File: config.mk
export PLATFORM = sky130hd
export DESIGN_NAME = sirq_route_matrix
export DESIGN_NICKNAME = d
export VERILOG_FILES = /design/src/rtl/sirq_route_pkg.sv /design/src/rtl/sirq_cfg_regs.sv /design/src/rtl/sirq_src_map.sv /design/src/rtl/sirq_line_shaper.sv /design/src/rtl/sirq_route_matrix.sv
export SDC_FILE = /design/constraint.sdc
export NUM_CORES = 1
export LEC_CHECK = 0
export BUFFER_PORTS_ARGS = -buffer_cell sky130_fd_sc_hd__buf_4
export CAP_MARGIN = 20
export CORE_MARGIN = 5
export CORE_UTILIZATION = 49
export DETAILED_ROUTE_END_ITERATION = 7
export PLACE_DENSITY = 0.77
export SLEW_MARGIN = 20
export SYNTH_ARGS = -nofsm -noshare
export SYNTH_HDL_FRONTEND = slang
export SYNTH_HIERARCHICAL = 1
export SYNTH_SLANG_ARGS = --single-unit
File: constraint.sdc
create_clock -name clk -period 2.4 [get_ports clk]
set_input_delay 0.72 -clock clk [delete_from_list [all_inputs] [get_ports clk]]
set_output_delay 0.72 -clock clk [all_outputs]
set_load 0.01 [all_outputs]
File: src/rtl/sirq_route_pkg.sv
package sirq_route_pkg;

    localparam int LINES  = 8;
    localparam int FLD_W  = 4;
    localparam int SRC_N  = 9;
    localparam int DW     = 32;
    localparam int AW     = 8;
    localparam int LINE_W = $clog2(LINES);

    // Register offsets (software contract)
    localparam logic [AW-1:0] OFS_ENABLE = 8'h58;
    localparam logic [AW-1:0] OFS_TRIG   = 8'h64;
    localparam logic [AW-1:0] OFS_MAP_A  = 8'h68;
    localparam logic [AW-1:0] OFS_MAP_B  = 8'h6C;

    // Source indices on src_req
    localparam int SRC_SER1 = 0;
    localparam int SRC_SER2 = 1;
    localparam int SRC_PAR  = 2;
    localparam int SRC_FDC  = 3;
    localparam int SRC_IDE1 = 4;
    localparam int SRC_INTA = 5;
    localparam int SRC_INTB = 6;
    localparam int SRC_INTC = 7;
    localparam int SRC_INTD = 8;

    // Bit positions inside the enable byte
    localparam int EN_FDC  = 0;
    localparam int EN_SER1 = 1;
    localparam int EN_IDE1 = 2;
    localparam int EN_SER2 = 3;
    localparam int EN_PAR  = 5;

    typedef logic [FLD_W-1:0] dest_t;

    typedef struct packed {
        logic [7:0]             enables;
        logic [LINES-1:0]       level;
        dest_t [SRC_N-1:0]      dest;
    } route_cfg_t;

    // Gate a source by its function-enable bit; PCI wires are always on.
    function automatic logic src_enabled(input logic [7:0] en, input int s);
        logic r;
        case (s)
            SRC_FDC:  r = en[EN_FDC];
            SRC_SER1: r = en[EN_SER1];
            SRC_IDE1: r = en[EN_IDE1];
            SRC_SER2: r = en[EN_SER2];
            SRC_PAR:  r = en[EN_PAR];
            default:  r = 1'b1;
        endcase
        return r;
    endfunction

endpackage

File: src/rtl/sirq_cfg_regs.sv
module sirq_cfg_regs
    import sirq_route_pkg::*;
(
    input  logic          clk,
    input  logic          rst,
    input  logic          we,
    input  logic [AW-1:0] addr,
    input  logic [DW-1:0] wdata,
    output logic [DW-1:0] rdata,
    output route_cfg_t    cfg
);

    route_cfg_t cfg_q;

    always_ff @(posedge clk) begin
        if (rst) begin
            cfg_q <= '0;
        end else if (we) begin
            case (addr)
                OFS_ENABLE: cfg_q.enables <= wdata[23:16];
                OFS_TRIG:   cfg_q.level   <= wdata[31:24];
                OFS_MAP_A: begin
                    cfg_q.dest[SRC_SER1] <= wdata[11:8];
                    cfg_q.dest[SRC_SER2] <= wdata[15:12];
                    cfg_q.dest[SRC_PAR]  <= wdata[19:16];
                    cfg_q.dest[SRC_FDC]  <= wdata[23:20];
                    cfg_q.dest[SRC_IDE1] <= wdata[27:24];
                end
                OFS_MAP_B: begin
                    cfg_q.dest[SRC_INTA] <= wdata[3:0];
                    cfg_q.dest[SRC_INTB] <= wdata[7:4];
                    cfg_q.dest[SRC_INTC] <= wdata[11:8];
                    cfg_q.dest[SRC_INTD] <= wdata[15:12];
                end
                default: ;
            endcase
        end
    end

    always_comb begin
        rdata = '0;
        case (addr)
            OFS_ENABLE: rdata[23:16] = cfg_q.enables;
            OFS_TRIG:   rdata[31:24] = cfg_q.level;
            OFS_MAP_A: begin
                rdata[11:8]  = cfg_q.dest[SRC_SER1];
                rdata[15:12] = cfg_q.dest[SRC_SER2];
                rdata[19:16] = cfg_q.dest[SRC_PAR];
                rdata[23:20] = cfg_q.dest[SRC_FDC];
                rdata[27:24] = cfg_q.dest[SRC_IDE1];
            end
            OFS_MAP_B: begin
                rdata[3:0]   = cfg_q.dest[SRC_INTA];
                rdata[7:4]   = cfg_q.dest[SRC_INTB];
                rdata[11:8]  = cfg_q.dest[SRC_INTC];
                rdata[15:12] = cfg_q.dest[SRC_INTD];
            end
            default: ;
        endcase
    end

    assign cfg = cfg_q;

endmodule

File: src/rtl/sirq_src_map.sv
module sirq_src_map
    import sirq_route_pkg::*;
(
    input  route_cfg_t       cfg,
    input  logic [SRC_N-1:0] src_req,
    output logic [LINES-1:0] merged
);

    logic [SRC_N-1:0] gated;

    for (genvar s = 0; s < SRC_N; s++) begin : g_gate
        assign gated[s] = src_req[s] & src_enabled(cfg.enables, s);
    end

    for (genvar l = 0; l < LINES; l++) begin : g_line
        if (l == 0) begin : g_unrouted
            // Field value 0 means "no line", so line 0 collects nothing.
            assign merged[l] = 1'b0;
        end else begin : g_or
            logic [SRC_N-1:0] hits;
            for (genvar s = 0; s < SRC_N; s++) begin : g_hit
                assign hits[s] = gated[s] && (cfg.dest[s] == FLD_W'(l));
            end
            assign merged[l] = |hits;
        end
    end

endmodule

File: src/rtl/sirq_line_shaper.sv
module sirq_line_shaper (
    input  logic clk,
    input  logic rst,
    input  logic level_mode,
    input  logic req,
    output logic irq
);

    logic req_prev;

    always_ff @(posedge clk) begin
        if (rst) begin
            req_prev <= 1'b0;
            irq      <= 1'b0;
        end else begin
            req_prev <= req;
            irq      <= level_mode ? req : (req & ~req_prev);
        end
    end

endmodule

File: src/rtl/sirq_route_matrix.sv
module sirq_route_matrix
    import sirq_route_pkg::*;
(
    input  logic             clk,
    input  logic             rst,
    input  logic             cfg_we,
    input  logic [AW-1:0]    cfg_addr,
    input  logic [DW-1:0]    cfg_wdata,
    output logic [DW-1:0]    cfg_rdata,
    input  logic [SRC_N-1:0] src_req,
    output logic [LINES-1:0] irq_out
);

    route_cfg_t       route_cfg;
    logic [LINES-1:0] merged_req;

    sirq_cfg_regs u_regs (
        .clk   (clk),
        .rst   (rst),
        .we    (cfg_we),
        .addr  (cfg_addr),
        .wdata (cfg_wdata),
        .rdata (cfg_rdata),
        .cfg   (route_cfg)
    );

    sirq_src_map u_map (
        .cfg     (route_cfg),
        .src_req (src_req),
        .merged  (merged_req)
    );

    for (genvar l = 0; l < LINES; l++) begin : g_shape
        sirq_line_shaper u_shaper (
            .clk        (clk),
            .rst        (rst),
            .level_mode (route_cfg.level[l]),
            .req        (merged_req[l]),
            .irq        (irq_out[l])
        );
    end

endmodule

-- Word-level counts from Yosys, hierarchy flattened
Cells that the tools add are included.
- bits in registers: 66
- input bits: 52
- logic and storage cells: 197
- equal/unequal tests: 67
- mux-type cells: 12
- bitwise logic cells: 19
- reduce and logical (&&, ||, !) cells: 74
- operators by type and width (cell ; count):
    $eq 4x3->1 const B ; 36
    $eq 4x2->1 const B ; 18
    $logic_and 1x1->1 ; 63
    $reduce_or 9->1 ; 7
    $eq 4x1->1 const B ; 9
    $eq 8x7->1 const B ; 4
    $pmux 8 s2 ; 2
    $and 1x1->1 ; 12
    $mux 8 ; 1
    $pmux 4 s2 ; 1
    $reduce_and 2->1 ; 4
    $mux 1 ; 7
    $not 1->1 ; 7
    $mux 4 ; 1

-- Depth between registers and ports, before layout
Gate-level depths: netlist of the first run.
- depth in word-level cells: 5
- mapped depth: 6
- gate-level depth less buffers: 6

-- Cells and area by module
The synthesis of the first run kept the hierarchy.
- by module, submodules not included (module ; instances ; cells an instance ; area an instance (µm²) ; sequential area each (µm²)):
    sirq_cfg_regs ; 1 ; 279 ; 2660.1 ; 1041.0
    sirq_src_map ; 1 ; 110 ; 651.9 ; 0.0
    sirq_line_shaper ; 8 ; 5 ; 68.8 ; 40.0

-- Least setup slack after synthesis of the first run
No wires, ideal clock.
- path type: input-to-output
- from: input cfg_addr[1]
- to: output cfg_rdata[16]
- arrival: 1.747 ns
- data required time: 1.680 ns
- slack: -0.067 ns
- stages: 3
- cell sequence: or4b_2 -> clkbuf_1 -> nor2_1
- longest elaborated chain between the ends: 2
- elaborated cells between the ends (all ways): 3
- those cells by class: eq/ne: 2; mux: 1
- ends and longest elaborated chain (what ; line ; text):
    from (decl) ; sirq_route_matrix.sv:7 ; input logic [AW-1:0] cfg_addr,
    $eq 8x7->1 ; sirq_cfg_regs.sv:42 ; case (addr)
    $pmux 8 s2 * ; sirq_cfg_regs.sv:42 ;
    to (decl) ; sirq_route_matrix.sv:9 ; output logic [DW-1:0] cfg_rdata,
Every way passes the cells marked *; elsewhere a longest branch is shown, timed or not.

-- Worst setup path in the final report of the first run
- from: input cfg_addr[1]
- to: output cfg_rdata[11]
Same word-level chain as after synthesis.

==> results of run 1 <==
metrics by stage:
| step | hold WS (ns) | utilization |
|---|---|---|
| after floorplan | 0.394 | - |
| after global placement | 0.397 | 0.621 |
| after detailed placement | 0.403 | 0.621 |
| after CTS | 0.413 | 0.695 |
| after global routing | 0.430 | 0.707 |
| final | 0.411 | 0.707 |
cell type report:
class	instances	area, sq um	share of cell area
Tap cell	102	128	0.0235
Clock inverter	6	40.0	0.00736
Timing Repair Buffer	120	1130	0.208
Inverter	9	33.8	0.00621
Multi-Input combinational cell	328	2600	0.479
Clock buffer	10	138	0.0253
Sequential cell	68	1360	0.250
layer usage:
metal  part of all wire  global-route usage  routed length [um]
met1               0.44               0.311                5050
met2               0.49               0.393                5700
met3              0.058              0.0425                 677
met4              0.013              0.0704                 156
met5                  0                   0                   0
placed cells by master, fill, tap and decap left out, types with 6 or more instances in the layout:
cell type / netlist / routed
or3b_1: 6 / 6
nor2_4: 0 / 8
nand2b_1: 98 / 98
nand3b_1: 8 / 8
nand2_1: 14 / 14
mux2i_1: 52 / 52
a22oi_2: 0 / 19
a21boi_2: 8 / 8
clkbuf_8: 0 / 10
nor2_1: 33 / 25
buf_4: 2 / 79
nor2b_4: 8 / 8
dfxtp_1: 68 / 68
nor3_1: 12 / 12
and3_4: 0 / 11
buf_6: 1 / 30
o22ai_1: 18 / 18
inv_1: 9 / 9
logic make-up (layout without fill, tap and decap cells):
family / Yosys count / in the layout / share of synthesized area
AOI/OAI and AO/OA: 52 / 52 / 0.103
muxes: 52 / 52 / 0.135
and+or+nand+nor: 223 / 223 / 0.368
buffers and inverters: 33 / 145 / 0.0405
other: 1 / 1 / 0.000971
DFF: 68 / 68 / 0.352
flip-flops by register name, summed over array words and instances, names as in the netlist:
register,cells
u_regs/cfg,52
g_shape.u_shaper/irq,8
g_shape.u_shaper/req_prev,8
power groups by stage:
stage                     combinational [mW]  sequential (mW)  clock, mW
after floorplan                       0.0830             1.16          0
after global placement                 0.184             1.16          0
after detailed placement               0.188             1.16          0
after CTS                              0.223             1.13      0.861
after global routing                   0.246             1.13      0.910
final                                  0.231             1.13      0.846
worst paths after layout:
check | end | depth (start not counted)
min reg2reg | g_shape[1].u_shaper/irq$_SDFF_PP0_ | 1
max | cfg_rdata[11] | 7
max reg2reg | g_shape[4].u_shaper/irq$_SDFF_PP0_ | 6
min | g_shape[1].u_shaper/irq$_SDFF_PP0_ | 1
repair_timing:
item                                    CTS  global route
pin swaps                                23            20
buffers inserted                          7             2
cloned                                    5             1
endpoints found under the setup margin   30            32
gates resized for setup                  68            23
hold buffers                              0             0
==> qor.txt, run 1 <==
Power share of the combinational group = 0.105
Chip width = 98.8 um
Internal = 1.67 mW
Share of layout cells above drive strength 1 = 0.364
Gr usage total = 0.236
Critical Path End Type = output pin
Top cell by count, worst path = buf_4
# port buffers = 91
Ports = 92
Mean Syn Cell Area = 9.00 sq um
Clock power frac = 0.383
Finished Layout Cells = 643
Num rows = 32
Leak Pwr = 2.08 nW
Cell variety after synth = 36
Worst VDD drop = 0.271 mV
Worst hold start = g_shape[1].u_shaper/req_prev$_SDFF_PP0_
Switch Pwr = 545 uW
Kind of critical path = primary input to output pin
Gate Count Post-Synth = 429
Dpl ws = -0.180 ns
Slowest stage delay, CP = 0.26 ns
Finished Cell Area = 5440 sq um
Outcome = finished, violations left
Vias in the first global route = 3683
Worst path buffer plus inverter count = 4
Total power = 2.21 mW
Final setup margin = -0.0879 ns
Max-slew violations = 0
CP startpoint = cfg_addr[1]
Top cell type's share of synthesized area = 0.352
Sink Count = 68
Area grow syn2layout = 40.8%
Worst-path clk slew = 0.08 ns
Final setup fails = 30
Die area = 9760 sq um
Pwr Density = 406 nW/um^2
Core area = 7690 sq um
Switch share = 0.247
1st-pass router iterations = 5
Total Wirelength = 11600 um
F_max = 0.402 GHz
CP Data Required Time = 1.68 ns
CTS tree = done
Post-synth EDFFs = 0
Ys Warns = 6
1st-iter DRT viols = 265
Failing checks = setup timing
# fillers = 594
Final period utilization = 1.04
Dpl cell area = 4780 sq um
Reg power frac = 0.512
Total CTS buffers = 9
Register area share after synthesis = 0.352
Initial antenna violation count = 0
Setup repair after global routing missed its margin = true
Max_cap viols = 0
Dpl hpwl = 7880 um
Critical path, cell by cell = buf_12 -> nor4bb_4 -> buf_4 -> buf_6 -> a22oi_2 -> nor2_1 -> buf_4
Wire length of the first global-routing pass = 18600 um
Tmin final = 2.49 ns
Final Hold Viols = 0
Asr flop ratio synth = 0
Main synth FF type = dfxtp_1
Hold Crit Class = flop to flop
FF+latch count, synth = 68
Final net count = 588
Via/cell ratio = 5.66
H-Tree Depth = 3
Setup tns final = -1.29 ns
Root buffer cell = clkbuf_8
Most frequent cell after synthesis = nand2b_1
Setup Skew = 0.0106 ns
Slowest CP cell = nor4bb_4
Cell taking the most area after synthesis = dfxtp_1
DR vias = 3638
N_diodes = 0
Slack of the worst reg-to-reg path = 0.76 ns
Worst-path maximum fanout = 5
Inst Count DP = 613
Synthesized Nets = 481
Wirelength per Cell = 18.0 um
Largest net degree at the start of global routing = 43
Starting Density = 0.502
Synth Cell Area = 3860 sq um
Max Buffers Root-to-Sink = 2
Vert. Die Dim = 98.8 um
Clk_lat worst skew = 0.34 ns
Startpoint types = primary input
Synth top area cells = dfxtp_1 (35%), nand2b_1 (16%), mux2i_1 (13%)
Global route overflow = 0
CP arrival = 1.77 ns
Final ANT Viol Nets = 0
RR Startpoint = u_regs/cfg[2]$_SDFFE_PP0P_
CP top delay family = buffers and inverters
Synth top cells by count = nand2b_1 (98), dfxtp_1 (68), mux2i_1 (52), nor2_1 (33), a22oi_1 (20)
Detailed-route DRC error count = 0
Placer congestion estimate = 0.931
Power figures use the tool's default switching activity.
==> run 2: changes to the inputs <==
TNS_END_PERCENT = 5   (was unset)
==> run 2 against run 1 <==
  * Via count down 1.4%
  * The flow still finishes with violations (setup timing)
  * Clock-buffer cell count unchanged
  * Final cell count shrank 1.1%
  * Highest routed layer unchanged
  * Register-to-register slack about the same
  * Wire length fell by 4.6%
  * Largest power group unchanged
==> qor.txt, run 2 (same netlist as run 1, synthesis figures left out) <==
Outcome = finished, violations left
Failing checks = setup timing
CP arrival = 1.77 ns (about the same)
Worst VDD drop = 0.271 mV (-0.23%)
Gr usage total = 0.223 (-0.0131)
Final period utilization = 1.04 (about the same)
Slack of the worst reg-to-reg path = 0.77 ns (about the same)
Final setup margin = -0.0885 ns (-0.000570 ns)
Inst Count DP = 613 (unchanged)
Pwr Density = 420 nW/um^2 (+3.2%)
Vias in the first global route = 3595 (-2.4%)
Detailed-route DRC error count = 0 (unchanged)
Worst Setup EP = cfg_rdata[19]
CTS Hold Buffers Added = 0 (unchanged)
Root buffer cell = clkbuf_8
Via/cell ratio = 5.64 (-0.29%)
# fillers = 631 (+6.2%)
Final net count = 581 (-1.2%)
Initial antenna violation count = 0 (unchanged)
Kind of critical path = primary input to output pin
Setup Skew = 0.0115 ns (+0.000872 ns)
Worst-path maximum fanout = 8 (+3)
Area grow syn2layout = 35.3%
Dpl ws = -0.180 ns (unchanged)
Max_cap viols = 0 (unchanged)
DR vias = 3588 (-1.4%)
Reg-to-Reg End = g_shape[2].u_shaper/irq$_SDFF_PP0_
Finished Cell Area = 5230 sq um (-3.9%)
Fin Hold WS = 0.406 ns (-0.00495 ns)
1st-pass router iterations = 5 (unchanged)
CP startpoint = cfg_addr[2]
Wire length of the first global-routing pass = 17700 um (-4.7%)
Die area = 9760 sq um (unchanged)
Num rows = 32 (unchanged)
Critical Path End Type = output pin
WL met3 = 662 um (-2.2%)
Max Used Layer = met4
Finished Layout Cells = 636 (-1.1%)
Wirelength per Cell = 17.4 um (-3.6%)
Global route overflow = 0 (unchanged)
Max-slew violations = 0 (unchanged)
Tmin final = 2.49 ns (+0.000570 ns)
H-Tree Depth = 3 (unchanged)
Post-layout util = 0.680 (-0.0275)
N_diodes = 0 (unchanged)
Worst Reg-to-Reg Cells = 6 (unchanged)
Setup tns final = -1.00 ns (+0.284 ns)
Chip width = 98.8 um (unchanged)
F_max = 0.402 GHz (about the same)
Dpl hpwl = 7880 um (unchanged)
Total Wirelength = 11000 um (-4.6%)
Startpoint types = primary input
Sink Count = 68 (unchanged)
Largest net degree at the start of global routing = 43 (unchanged)
Max Buffers Root-to-Sink = 2 (unchanged)
Worst-path clk slew = 0.07 ns (about the same)
Share of layout cells above drive strength 1 = 0.330 (-0.0346)
Final setup fails = 27 (-10%)
Total power = 2.19 mW (-0.79%)
Clk_lat worst skew = 0.34 ns (about the same)
Starting Density = 0.502 (unchanged)
Ports = 92 (unchanged)
Most common cell after layout, fill and taps aside = nand2b_1
Dpl cell area = 4780 sq um (unchanged)
Most frequent cells in the layout = nand2b_1 (98), buf_4 (89), dfxtp_1 (68)
Core area = 7690 sq um (unchanged)
Final ANT Viol Nets = 0 (unchanged)
CTS tree = done
Leak Pwr = 2.04 nW (-1.9%)
RR Startpoint = u_regs/cfg[20]$_SDFFE_PP0P_
Total CTS buffers = 9 (unchanged)
Hold Crit Class = flop to flop
Routed wl met2 = 5400 um (-5.2%)
Final Hold Viols = 0 (unchanged)
Largest register FFs = 52 (unchanged)
CP Data Required Time = 1.68 ns (about the same)
Setup repair after global routing missed its margin = true
M1 WL = 4850 um (-4.1%)
1st-iter DRT viols = 290 (+9.4%)
Placer congestion estimate = 0.931 (unchanged)
# port buffers = 91 (unchanged)
Vert. Die Dim = 98.8 um (unchanged)
==> run 2: changes by cell type in the layout (fill, tap and decap cells not counted), sizes merged <==
cell / delta
buf: -7
==> run 2: where the power goes <==
part	total, mW	internal [mW]	switching, mW	leakage, nW
sequential	1.13	1.13	0.00204	0.548
clock	0.844	0.401	0.443	0.0920
combinational	0.216	0.125	0.0914	1.40
==> run 2: cell type report <==
type,instances,area [sq um],area share
Sequential cell,68,1360,0.260
Timing Repair Buffer,113,992,0.190
Clock inverter,6,40.0,0.00766
Tap cell,102,128,0.0244
Inverter,9,33.8,0.00646
Clock buffer,10,138,0.0263
Multi-Input combinational cell,328,2530,0.485
==> run 2: worst min path at each step <==
stage | startpoint | end | slack [ns] | cells past startpoint
detailed placement | g_shape[1].u_shaper/req_prev$_SDFF_PP0_ | g_shape[1].u_shaper/irq$_SDFF_PP0_ | 0.40 | 1
global route | g_shape[6].u_shaper/req_prev$_SDFF_PP0_ | g_shape[6].u_shaper/irq$_SDFF_PP0_ | 0.43 | 1
finish | g_shape[4].u_shaper/req_prev$_SDFF_PP0_ | g_shape[4].u_shaper/irq$_SDFF_PP0_ | 0.41 | 1
global placement | g_shape[4].u_shaper/req_prev$_SDFF_PP0_ | g_shape[4].u_shaper/irq$_SDFF_PP0_ | 0.40 | 1
CTS | g_shape[6].u_shaper/req_prev$_SDFF_PP0_ | g_shape[6].u_shaper/irq$_SDFF_PP0_ | 0.41 | 1
floorplan | g_shape[4].u_shaper/req_prev$_SDFF_PP0_ | g_shape[4].u_shaper/irq$_SDFF_PP0_ | 0.39 | 1
==> run 2: layer usage <==
metal | vias up | GRT usage
li1 | 1716 | -
met1 | 1731 | 0.299
met2 | 127 | 0.363
met3 | 14 | 0.0460
met4 | 0 | 0.0630
met5 | - | 0
==> run 2: critical path, cell delays in order <==
cell	delay, ns
buf_8	0.11
or4b_4	0.67
nor2_4	0.16
buf_6	0.10
==> run 2: repair_timing <==
item,4_1_cts,5_1_grt
setup endpoints to repair,30,32
pin swaps,4,12
cloned,3,1
hold endpoints to repair,0,0
setup buffers,3,1
resized for setup,34,23
